--- src/rtl/smdac_ctrl.sv ---
module smdac_ctrl #(
  parameter int SLOT_CYCLES = 4
) (
  input  logic        clk,
  input  logic        rst,
  input  logic        smp_valid,
  input  logic        smp_chan,
  input  logic [8:0]  smp_data,
  output logic [7:0]  row_sel,
  output logic [31:0] col_sel,
  output logic        src_en,
  output logic        snk_en,
  output logic [1:0]  slot_phase,
  output logic [8:0]  readback
);
  localparam int CW = (SLOT_CYCLES > 1) ? $clog2(SLOT_CYCLES) : 1;
  localparam logic [CW-1:0] LAST = CW'(SLOT_CYCLES - 1);

  logic [8:0]    lat_l, lat_r;
  logic [1:0]    phase;
  logic [CW-1:0] cnt;
  logic          active;
  logic [8:0]    cur;

  always_ff @(posedge clk) begin
    if (rst) begin
      lat_l <= '0;
      lat_r <= '0;
    end else if (smp_valid) begin
      if (smp_chan) lat_r <= smp_data;
      else          lat_l <= smp_data;
    end
  end

  always_ff @(posedge clk) begin
    if (rst) begin
      phase <= 2'd3;
      cnt   <= '0;
    end else if (cnt == LAST) begin
      phase <= phase + 2'd1;
      cnt   <= '0;
    end else begin
      cnt <= cnt + CW'(1);
    end
  end

  assign active     = ~phase[0];
  assign cur        = !active ? 9'd0 : (phase[1] ? lat_r : lat_l);
  assign row_sel    = active ? (8'd1 << cur[7:5]) : 8'd0;
  assign col_sel    = active ? (32'd1 << cur[4:0]) : 32'd0;
  assign src_en     = active & ~cur[8];
  assign snk_en     = active & cur[8];
  assign slot_phase = phase;
  assign readback   = cur;
endmodule

--- config.mk ---
export PLATFORM = sky130hd
export DESIGN_NAME = smdac_ctrl
export DESIGN_NICKNAME = d
export VERILOG_FILES = /design/src/rtl/smdac_ctrl.sv
export SDC_FILE = /design/constraint.sdc
export NUM_CORES = 1
export LEC_CHECK = 0
export BUFFER_PORTS_ARGS = -buffer_cell sky130_fd_sc_hd__buf_2
export CAP_MARGIN = 20
export CORE_MARGIN = 4
export CORE_UTILIZATION = 50
export CTS_CLUSTER_DIAMETER = 80
export CTS_CLUSTER_SIZE = 10
export DETAILED_ROUTE_END_ITERATION = 10
export PLACE_DENSITY = 0.87
export SLEW_MARGIN = 10
export SYNTH_ARGS = -nofsm -noshare
export SYNTH_HDL_FRONTEND = slang
export SYNTH_SLANG_ARGS = --single-unit
export TNS_END_PERCENT = 30
--- constraint.sdc ---
create_clock -name clk -period 3.4 [get_ports clk]
set_input_delay 0 -clock clk [delete_from_list [all_inputs] [get_ports clk]]
set_output_delay 0 -clock clk [all_outputs]
set_load 0.05 [all_outputs]
==> impl_results.md <==
* Fin crit share at between 70 and 80%
* CTS clk-pin slew, worst paths at 0.12 ns
* Syn. warnings at 0
* Post-CTS Resized at 0
* Synth top area cells: dfxtp_1, nand2_1, a21oi_1
* GR Util All Layers at roughly a fifth
* Seq cells post-synth at 22
* CP Data Arrival Time at 2.46 ns
* Synthesized area at 1560 um2
* R2R setup slack at between 1.5 and 2 ns
* Port Buffer Count at 65
* Critical Path Start Type: register
* Largest area contributor in the netlist: dfxtp_1
* CP Launch Point: slot_phase[1]
* Number of max-cap violations at 0
* Final setup margin at 0.943 ns
* Sequential cell area at between 400 and 500 um2
* CTS tree: built
* DRC Markers at 0
* Slew @ Worst Pin at 1.07 ns
* Fillers at 278
* Drt total wl at 4.17 mm
* Max rail drop VDD at 0.000228 V
* Number of global-route vias before repair at 1465
* Wirelength per Cell at 13.4 um
* Clock root cell: clkbuf_4
* Clk Latency, worst-skew pair at 0.30 ns
* ANT cells at 0
* Post-synth ARST share at 0%
* Syn Area/Cell at 7.79 um2
* Fmax at 0.407 GHz
* Cell variety after synth at 48
* Vias post-DR at 1672
* CTS buffer count at 3
* Post-synth top flop: dfxtp_1
* PwrDens at 284 nW/um2
* Detail Placement HPWL at 3.17 mm
* Pre-CTS setup slack at 1.33 ns
* Final instance area at 1990 um2
* Rows at 20
* CP Data Required Time at 3.40 ns
* Synth cell count leaders: nand2_1, a21oi_1, dfxtp_1, nand3_1
* Nets at 281
* Reg2Reg Depth at 2
* Placed instance area at between 1500 and 2000 um2
* DRT iter0 DRCs at about 120
* Post-DRT Antenna Nets at 0
* CORE AREA at about 3000 um2
* Count of flip-flops with a built-in enable after synthesis at 0
* Setup CP Type: reg2out
* Hold Path Sink: lat_r[6]
* Die H at 63.8 um
* Mapped Nets at roughly 210
* Max-slew headroom at between 20% and 30%
* Synth Instances at 200
* Largest net degree at the start of global routing at 30
* Post-Route Setup TNS at 0 ns
* Hold Path Origin: smp_chan
* Register area share after synthesis at 28.3%
* Non-filler cells, final at 310
* Placed cell count at 297
* Final period demand of the worst path at 2.46 ns
* RR Endpoint: slot_phase[1]
* Lkg Pwr at 0.000923 uW
* IO Count at 66
* Clk sinks at 22
* Hold bufs inserted after CTS at 9
* Initial antenna violation count at 0
* RSZ-0062 raised after global routing: no
* Hold Crit Class: in2reg
* Die Wd at 63.8 um
* Die ar. at 4080 um2
* 1st-pass router iterations at 4
* Hold Path Cell Cnt at 3
* Area of the multi-input gates at 1020 um2
* Status: completed
* Vias per cell at roughly 5.4
* Fraction of layout cells with a size suffix above 1 at 33.8%
* CP endpoint kind: output pin
* Clock skew at 0.00123 ns
* RR Startpoint: slot_phase[0]
* First-pass GRT wire length at 6.78 mm
* H-tree levels at 1
* Final slew viol count at 0
* Post-CTS setup buffer count at 0
* Final setup fails at 0
* GRT Residual Overflow at 0
* Deepest clock path buffer count at 2
* Final hold slack at 0.0610 ns
* Final Hold Viols at 0
* Yosys top cell area share at 28.3%
* Area delta synth->final at 27.9%
* Routability-driven placement congestion ratio at 0.913
* Count leader, synth: nand2_1
* Initial core utilization at between 50% and 60%
* Worst-path fanout max at 8
[final cells by class]
| class | count | area share [%] |
|---|---|---|
| clock buffers | 4 | 1.82 |
| inverters | 6 | 1.13 |
| flip-flops and latches | 22 | 22.1 |
| multi-input cells | 159 | 51.0 |
| well taps | 44 | 2.76 |
| repair buffers | 75 | 21.2 |
[power breakdown]
group	leakage [uW]	internal [uW]	total, uW	switching [uW]
Combinational	0.000722	48.3	131	82.6
Clock	0.0000210	65.2	138	72.3
Sequential	0.000180	272	298	25.6
Total	0.000923	386	566	181
[routing by layer]
metal	GRT usage, %	vias up	part of all wire [%]
met4	5.66	0	0.34
met1	27.3	750	44
met5	0	-	0
met2	34.3	66	48
met3	1.93	2	7.8
li1	-	854	-
[critical path, stage by stage (launching register included)]
cell and delay, ns:
dfxtp_1 0.68, mux2i_1 0.54, nand2_1 0.32, a2111oi_2 0.29, buf_2 0.33
[worst max path at each step]
stage,to,slack [ns],cells after the start
after detailed placement,col_sel[9],1.33,4
after global routing,col_sel[2],0.77,4
after CTS,col_sel[9],0.96,4
after floorplan,row_sel[4],0.32,5
after global placement,col_sel[9],1.34,4
final,col_sel[9],0.94,4
[stage by stage]
stage	utilization [%]	total power, uW
global placement	61.7	423
detailed placement	61.7	426
finish	65.9	566
global route	65.9	597
CTS	65.9	573
floorplan	-	398
[flip-flops by register name (all words and copies together) (netlist names)]
signal / flops
lat_r: 9
slot_phase: 2
lat_l: 9
cnt: 2
[cells in the final DEF, fill, tap and decap left out, types with 2 or more instances in the layout]
cell / n
nand2_1: 31
clkbuf_4: 3
nand3b_1: 2
or2_2: 2
nor4_1: 10
a21oi_1: 22
a32oi_2: 3
a211oi_2: 2
and3_1: 8
and2_1: 4
nand2b_1: 6
nand3_1: 13
dfxtp_1: 22
o22ai_1: 2
inv_1: 6
mux2i_4: 2
buf_2: 65
nor2_1: 10
nor3_1: 8
mux2i_1: 3
nor3b_1: 8
dlygate4sd3_1: 9
[kinds of logic (layout without fill, tap and decap cells)]
kind of cell	after synthesis	count (layout)	share of synthesized area (%)
flops	22	22	28.3
compound gates	38	38	18.2
mux	6	6	5.54
simple gates	113	113	40.1
xor+xnor	1	1	0.562
buf+inv	19	85	6.50
fa+ha+maj	1	1	0.802
No activity file was read; power rests on OpenSTA's default activity.
